### src/rtl/snd_bus_decoder.sv
module snd_bus_decoder #(
  parameter logic [7:0] RAM_OFF_BYTE = 8'h5A,
  parameter logic [7:0] TEST_RST     = 8'h02,
  parameter int         ROM_AW       = 6
) (
  input  logic              clk,
  input  logic              rst_n,
  input  logic [15:0]       cpu_addr,
  input  logic [7:0]        cpu_wdata,
  input  logic              cpu_rd,
  input  logic              cpu_wr,
  input  logic              cpu_pflag,
  output logic [7:0]        cpu_rdata,
  output logic [15:0]       ram_addr,
  output logic              ram_we,
  output logic [7:0]        ram_wdata,
  input  logic [7:0]        ram_rdata,
  output logic [ROM_AW-1:0] rom_addr,
  input  logic [7:0]        rom_rdata,
  output logic [6:0]        dsp_addr,
  output logic              dsp_we,
  output logic [7:0]        dsp_wdata,
  input  logic [7:0]        dsp_rdata,
  input  logic              host_we,
  input  logic [1:0]        host_sel,
  input  logic [7:0]        host_wdata,
  output logic [31:0]       host_out,
  output logic [1:0]        clk_speed,
  output logic [1:0]        tmr_speed,
  output logic              tmr_run,
  output logic              tmr_halt,
  output logic [2:0]        tmr_en,
  output logic [2:0]        tmr_start,
  output logic [2:0]        tmr_tgt_we,
  output logic [7:0]        tmr_tgt_data,
  output logic [2:0]        tmr_rd,
  input  logic [11:0]       tmr_cnt
);

  localparam logic [15:0] ROM_MASK = ~((16'd1 << ROM_AW) - 16'd1);

  logic [7:0] test_q, dsp_a_q, scr0_q, scr1_q;
  logic       rom_en_q;
  logic [2:0] ten_q, tstart_q;
  logic [7:0] hin_q [4];
  logic [7:0] hout_q [4];

  logic       reg_hit, wr_reg, in_rom;
  logic [3:0] ra;

  assign reg_hit = (cpu_addr[15:4] == 12'h00F);
  assign ra      = cpu_addr[3:0];
  assign wr_reg  = cpu_wr & reg_hit;
  assign in_rom  = (cpu_addr & ROM_MASK) == ROM_MASK;

  assign ram_addr  = cpu_addr;
  assign ram_wdata = cpu_wdata;
  assign ram_we    = cpu_wr & test_q[1] & ~test_q[2];
  assign rom_addr  = cpu_addr[ROM_AW-1:0];
  assign dsp_addr  = dsp_a_q[6:0];
  assign dsp_wdata = cpu_wdata;
  assign dsp_we    = wr_reg & (ra == 4'h3) & ~dsp_a_q[7];

  assign clk_speed    = test_q[7:6];
  assign tmr_speed    = test_q[5:4];
  assign tmr_run      = test_q[3];
  assign tmr_halt     = test_q[0];
  assign tmr_en       = ten_q;
  assign tmr_start    = tstart_q;
  assign tmr_tgt_data = cpu_wdata;
  assign host_out     = {hout_q[3], hout_q[2], hout_q[1], hout_q[0]};

  always_comb begin
    for (int i = 0; i < 3; i++) begin
      tmr_tgt_we[i] = wr_reg & (ra == 4'(10 + i));
      tmr_rd[i]     = cpu_rd & reg_hit & (ra == 4'(13 + i));
    end
  end

  always_ff @(posedge clk or negedge rst_n) begin
    if (!rst_n) begin
      test_q   <= TEST_RST;
      rom_en_q <= 1'b1;
      ten_q    <= 3'b0;
      tstart_q <= 3'b0;
      dsp_a_q  <= 8'h00;
      scr0_q   <= 8'h00;
      scr1_q   <= 8'h00;
      for (int i = 0; i < 4; i++) begin
        hin_q[i]  <= 8'h00;
        hout_q[i] <= 8'h00;
      end
    end else begin
      tstart_q <= (wr_reg && ra == 4'h1) ? (cpu_wdata[2:0] & ~ten_q) : 3'b0;
      if (wr_reg) begin
        case (ra)
          4'h0: if (!cpu_pflag) test_q <= cpu_wdata;
          4'h1: begin
            rom_en_q <= cpu_wdata[7];
            ten_q    <= cpu_wdata[2:0];
          end
          4'h2: dsp_a_q <= cpu_wdata;
          4'h4, 4'h5, 4'h6, 4'h7: hout_q[ra[1:0]] <= cpu_wdata;
          4'h8: scr0_q <= cpu_wdata;
          4'h9: scr1_q <= cpu_wdata;
          default: ;
        endcase
      end
      for (int i = 0; i < 4; i++) begin
        if (wr_reg && ra == 4'h1 && cpu_wdata[4 + i / 2])
          hin_q[i] <= 8'h00;
        else if (host_we && host_sel == 2'(i))
          hin_q[i] <= host_wdata;
      end
    end
  end

  always_comb begin
    cpu_rdata = 8'h00;
    if (reg_hit) begin
      case (ra)
        4'h2: cpu_rdata = dsp_a_q;
        4'h3: cpu_rdata = dsp_rdata;
        4'h4, 4'h5, 4'h6, 4'h7: cpu_rdata = hin_q[ra[1:0]];
        4'h8: cpu_rdata = scr0_q;
        4'h9: cpu_rdata = scr1_q;
        4'hD: cpu_rdata = {4'h0, tmr_cnt[3:0]};
        4'hE: cpu_rdata = {4'h0, tmr_cnt[7:4]};
        4'hF: cpu_rdata = {4'h0, tmr_cnt[11:8]};
        default: cpu_rdata = 8'h00;
      endcase
    end else if (rom_en_q && in_rom) begin
      cpu_rdata = rom_rdata;
    end else if (test_q[2]) begin
      cpu_rdata = RAM_OFF_BYTE;
    end else begin
      cpu_rdata = ram_rdata;
    end
  end


  rom_overlay_chk: assert property (@(posedge clk) disable iff (!rst_n)
    (rom_en_q && in_rom) |-> cpu_rdata == rom_rdata);


  ram_off_chk: assert property (@(posedge clk) disable iff (!rst_n)
    (!reg_hit && !(rom_en_q && in_rom) && test_q[2]) |-> cpu_rdata == RAM_OFF_BYTE);


  test_hold_chk: assert property (@(posedge clk) disable iff (!rst_n)
    (wr_reg && ra == 4'h0 && cpu_pflag) |=> $stable({clk_speed, tmr_speed, tmr_run, tmr_halt}));


  start_edge_chk: assert property (@(posedge clk) disable iff (!rst_n)
    (tmr_start != 3'b0) |-> ((tmr_start & ~tmr_en) == 3'b0 && (tmr_start & $past(tmr_en)) == 3'b0));


  port_clear_chk: assert property (@(posedge clk) disable iff (!rst_n)
    (wr_reg && ra == 4'h1 && cpu_wdata[4]) |=> (hin_q[0] == 8'h00 && hin_q[1] == 8'h00));


  dsp_index_chk: assert property (@(posedge clk) disable iff (!rst_n)
    (wr_reg && ra == 4'h2) |=> dsp_addr == $past(cpu_wdata[6:0]));

endmodule

### config.mk
export PLATFORM = sky130hd
export DESIGN_NAME = snd_bus_decoder
export DESIGN_NICKNAME = d
export VERILOG_FILES = /design/src/rtl/snd_bus_decoder.sv
export SDC_FILE = /design/constraint.sdc
export NUM_CORES = 1
export LEC_CHECK = 0
export BUFFER_PORTS_ARGS = -buffer_cell sky130_fd_sc_hd__buf_2
export CAP_MARGIN = 25
export CELL_PAD_IN_SITES_DETAIL_PLACEMENT = 2
export CELL_PAD_IN_SITES_GLOBAL_PLACEMENT = 2
export CORE_ASPECT_RATIO = 1.4
export CORE_MARGIN = 4
export CORE_UTILIZATION = 31
export CTS_CLUSTER_SIZE = 28
export DETAILED_ROUTE_END_ITERATION = 8
export GPL_ROUTABILITY_DRIVEN = 1
export PLACE_DENSITY = 0.82
export RECOVER_POWER = 50
export SLEW_MARGIN = 5
export SYNTH_ARGS = -nofsm -noshare
export SYNTH_HDL_FRONTEND = slang
export SYNTH_SLANG_ARGS = --single-unit
export TNS_END_PERCENT = 10
### constraint.sdc
create_clock -name clk -period 2.5 [get_ports clk]
set_clock_uncertainty 0.05 [all_clocks]
set_input_delay 0.5 -clock clk [delete_from_list [all_inputs] [get_ports clk]]
set_output_delay 0.5 -clock clk [all_outputs]
set_load 0.05 [all_outputs]
# Word level (Yosys, flattened, before mapping)
# Index checks and enable logic that the tools add are counted.
# W data, S select, Z words.
# word_totals
output_inout_bits	113
inputBits	76
reg_bits	103
# op_classes
eq_ne	20
bitwise	18
mux	19
n_reduce_logical	22
n_lt_le_gt_ge	2
# op_table
op	n
$mux W8	14
$pmux W8 S8	1
$bwmux W32	1
$eq A4 B4 Y1 const B	8
$bmux W8 S2	1
$demux W8 S2	1
$eq A4 B3 Y1 const B	4
$and A1 B1 Y1	12
$eq A12 B4 Y1 const B	1
$eq A10 B10 Y1 const B	1
$reduce_and A2 Y1	5
$logic_and A1 B1 Y1	9
$eq A4 B2 Y1 const B	2
$reduce_bool A2 Y1	4
$eq A2 B2 Y1 const B	2
$eq A4 B1 Y1 const B	1
$logic_not A4 Y1	1
$reduce_or A4 Y1	1
$and A3 B3 Y3	1
$ge A3 B3 Y1 const B	1
$lt A3 B1 Y1 const B	1
$mux W3	1
$not A1 Y1	3
$not A2 Y3	1
other kinds (4)	4

# Logic depth before layout (Yosys ltp)
# logic_depth
word_depth	6
depth_mapped	7
ltp_nobuf	5

# Worst setup path before layout
# No wires, ideal clock.
# synth_timing
path_kind	input-to-output
from	input cpu_addr[8]
to	output tmr_tgt_we[2]
arrival_time_ns	2.652
stages	5
setup_slack_ns	-0.702
path_cell_list	nor4b_1 > and3_1 > buf_4 > nand2_1 > nor4_1
# synth_between
elab_chain_cells	3
# synth_rtl
element	line	source
start: declaration	8	input logic [15:0] cpu_addr,
$eq A12 B4 Y1	51	assign reg_hit = (cpu_addr[15:4] == 12'h00F);
$and A1 B1 Y1	53	assign wr_reg = cpu_wr & reg_hit;
$and A1 B1 Y1	75	tmr_tgt_we[i] = wr_reg & (ra == 4'(10 + i));
end: declaration	34	output logic [2:0] tmr_tgt_we,
# No other way between the ends.

# Final worst setup path
# layout_timing
from	register rom_en_q
to	output cpu_rdata[3]
# layout_between
elab_chain_cells	3
# layout_rtl
element	line	source
start: declaration	43	logic rom_en_q;
start signal: assignment	99	rom_en_q <= cpu_wdata[7];
$logic_and A1 B1 Y1	132	end else if (rom_en_q && in_rom) begin
$mux W8	132	
$mux W8	120	if (reg_hit) begin
end: declaration	13	output logic [7:0] cpu_rdata,
# No other way between the ends.

==> results.tsv <==
metric	value	unit
Peak Freq	391	MHz
clock share of power	36.2	%
Least-Margin Pin Slew	1.22	ns
Max clock buf depth	2	
DR top layer	met4	
reg2reg end	test_q[2]$_DFFE_PN0P_	
final slew viol count	0	
clk root buf	clkbuf_16	
fin nets	714	
Post-Syn Area	5480	um^2
Worst-Skew Late Latency	0.35	ns
CTS tree	yes	
Hold Path End	hin_q[23]$_DFFE_PN0P_	
die footprint	19900	um^2
GRT overflow	0	
status	complete, but fails checks	
Post-Synthesis Net Count	554	
Post-DP Area	6640	um^2
# Max-Cap Violations	0	
vias in the first global route	5065	
Post-Place Worst Slack	-0.159	ns
first-pass GRT wire length	29.5	mm
via density per instance	5.05	
Critical Path RT	1.95	ns
final period utilization	102	%
Yosys warnings	0	
failing checks	setup timing	
Layout Cells excl Fill	881	
Hold Crit Depth	3	
P_int	0.00274	W
DIE WIDTH	120	um
static leakage	3.55	nW
largest net degree at the start of global routing	61	
RR Startpoint	test_q[2]$_DFFE_PN0P_	
CP Capture Type	primary output	
WL/cell	22.8	um
#FFs+latches synth	103	
setup violators final	5	
Final GP Congestion	0.828	
critical path peak fanout	8	
Metal-1 WL	7.58	mm
post-synthesis cell count	478	
post-route setup slack	-0.0584	ns
dpl cells	861	
remaining antenna violation count	0	
final-report hold violation count	0	
initial antenna violation count	1	
Syn-to-layout area delta	27.9	%
Starting DRT DRC Count	128	
Fin Hold WS	0.398	ns
Slew Limit Headroom	18.8	%
Worst EP arrival	2.01	ns
register area share after synthesis	47.1	%
final instance area	7010	um^2
Min-Delay Path Class	primary input to flop	
CTS Buf Count	9	
Worst Setup Path Type	flop to primary output	
total clock sinks	103	
die height	165	um
Psw	0.00126	W
Tmin final	2.56	ns
HP Start	host_wdata[7]	
Initial Util	31.5	%
Gate power share	18.1	%
Top Ports	189	
mean area per synthesized cell	11.5	um^2
RSZ-0062 raised after global routing	yes	
DR WL met3	978	um
vias	4445	
Core Rows	57	
met2 routed WL	11.0	mm
DR pass1 iterations	6	
Core Box Area	17400	um^2
Port Buffer Count	188	
clock slew at reported path FFs	0.08	ns
Sw Share	31.6	%
DRC violations left	0	
Synth cell types	43	
Final HPWL DP	15.3	mm
worst r2r path cells	1	
H-tree Lvls	3	
Worst Setup Start Kind	flop	
Peak VDD IR	0.000343	V
Cell Pwr Density	570	nW/um^2
gr usage total	19.3	%
R2R Setup Slk	1.43	ns
layout cells sized above 1	47.4	%
sequential power share	45.7	%
final wirelength	20.1	mm
==> metrics by stage <==
stage	setup TNS (ns)	utilization (%)	total power, W
final	-0.220	40.3	0.00400
after global routing	-1.36	40.3	0.00416
after CTS	-0.530	40.4	0.00403
after floorplan	-2.36	-	0.00229
after detailed placement	-0.955	38.1	0.00257
after global placement	-0.674	38.1	0.00252
==> power groups by stage <==
stage | clock, W | combinational (W) | sequential [W]
global route | 0.00155 | 0.000775 | 0.00184
CTS | 0.00147 | 0.000729 | 0.00183
global placement | 0 | 0.000671 | 0.00185
floorplan | 0 | 0.000463 | 0.00183
detailed placement | 0 | 0.000709 | 0.00186
finish | 0.00145 | 0.000724 | 0.00183
==> worst max-delay path by stage <==
stage	start	endpoint	slack, ns	cells after the start
6_report	rom_en_q$_DFFE_PN1P_	cpu_rdata[3]	-0.06	7
5_1_grt	rom_en_q$_DFFE_PN1P_	cpu_rdata[3]	-0.19	7
4_1_cts	rom_en_q$_DFFE_PN1P_	cpu_rdata[3]	-0.12	7
3_5_place_dp	cpu_addr[1]	cpu_rdata[4]	-0.16	8
3_3_place_gp	cpu_addr[2]	cpu_rdata[2]	-0.14	7
2_1_floorplan	cpu_addr[8]	cpu_rdata[0]	-0.32	6
==> placed cells by master, fill, tap and decap left out, types with 4 or more instances in the layout <==
cell type / synthesis / layout
dfrtp_1: 101 / 101
nor2b_1: 6 / 4
a21oi_1: 6 / 4
clkbuf_4: 0 / 4
nor3_1: 14 / 10
buf_4: 61 / 38
nand2_1: 17 / 17
mux2i_1: 41 / 40
a22oi_1: 8 / 7
nor3_2: 0 / 4
buf_2: 8 / 125
clkbuf_16: 0 / 9
mux4_2: 5 / 5
buf_12: 0 / 9
o22ai_1: 4 / 4
and3_1: 7 / 7
nor2_1: 41 / 41
clkbuf_1: 8 / 49
nor3b_1: 9 / 9
nor4_1: 6 / 5
buf_6: 1 / 6
nand3_1: 5 / 5
nand2_2: 4 / 4
mux2_2: 75 / 75
==> sequential cells by signal, indices dropped and copies added, names as in the netlist <==
register   cells
hin_q         32
host_out      32
dsp_a_q        8
scr0_q         8
scr1_q         8
test_q         8
tmr_en         3
tmr_start      3
rom_en_q       1
==> cells by family (layout without fill, tap and decap cells) <==
kind of cell	count (synthesis)	after routing	share of synthesized area, %
compound gates	39	39	4.86
buf+inv	87	252	10.5
flops	103	103	47.1
mux	121	121	24.9
other cells	0	2	0
simple gates	128	128	12.7
==> area by class of cell <==
| cell class | instances | area (um^2) |
|---|---|---|
| fill | 1880 | 10400 |
| sequential | 103 | 2580 |
| multi-input combinational | 288 | 2410 |
| timing repair buffer | 233 | 1400 |
| tap | 236 | 295 |
| clock buffer | 9 | 225 |
| clock inverter | 7 | 86.3 |
| inverter | 3 | 11.3 |
| antenna | 2 | 5.00 |
==> worst max-delay path: stages (launching register included) <==
cell     delay (ns)
dfstp_2        0.54
nand4_1        0.14
nor3_2         0.14
buf_4          0.17
buf_12         0.12
nor3_2         0.04
o31ai_2        0.29
buf_6          0.20
==> what timing repair did <==
action / 4_1_cts / 5_1_grt
setup buffers: 0 / 1
pin swaps: 1 / 2
hold buffers: 1 / 0
resized for setup: 25 / 10
endpoints found under the setup margin: 10 / 15
endpoints found under the hold margin: 20 / 0
==> synthesized netlist by cell type (all sizes together) <==
cell type | n | area share (%)
a31oi | 2 | 0.23
mux4 | 5 | 2.1
and3 | 8 | 1.0
and2 | 1 | 0.11
a2111oi | 1 | 0.16
a32o | 1 | 0.18
a21o | 2 | 0.27
inv | 3 | 0.21
o21ai | 5 | 0.46
and4b | 2 | 0.37
a211oi | 3 | 0.41
nor4b | 2 | 0.32
dfrtp | 101 | 46
nor3 | 14 | 1.3
and2b | 1 | 0.14
nand2 | 21 | 1.6
dfstp | 2 | 0.96
nand4 | 4 | 0.73
nor3b | 9 | 1.2
nand3b | 3 | 0.41
o31ai | 4 | 0.55
nor2 | 43 | 3.2
mux2i | 41 | 7.5
nand2b | 1 | 0.11
mux2 | 75 | 15
o22ai | 4 | 0.46
clkbuf | 8 | 0.55
nor4 | 6 | 0.68
and4 | 2 | 0.32
nor2b | 6 | 0.68
a21oi | 6 | 0.55
a221oi | 2 | 0.32
o32a | 1 | 0.18
buf | 76 | 9.7
a22oi | 8 | 1.1
nand3 | 5 | 0.46
==> metal layers <==
metal / track usage [%] / vias up
met4: 6.70 / 0
met3: 3.03 / 35
li1: - / 1967
met2: 37.2 / 175
met5: 0 / -
met1: 21.4 / 2268
No activity file was read; power rests on OpenSTA's default activity.
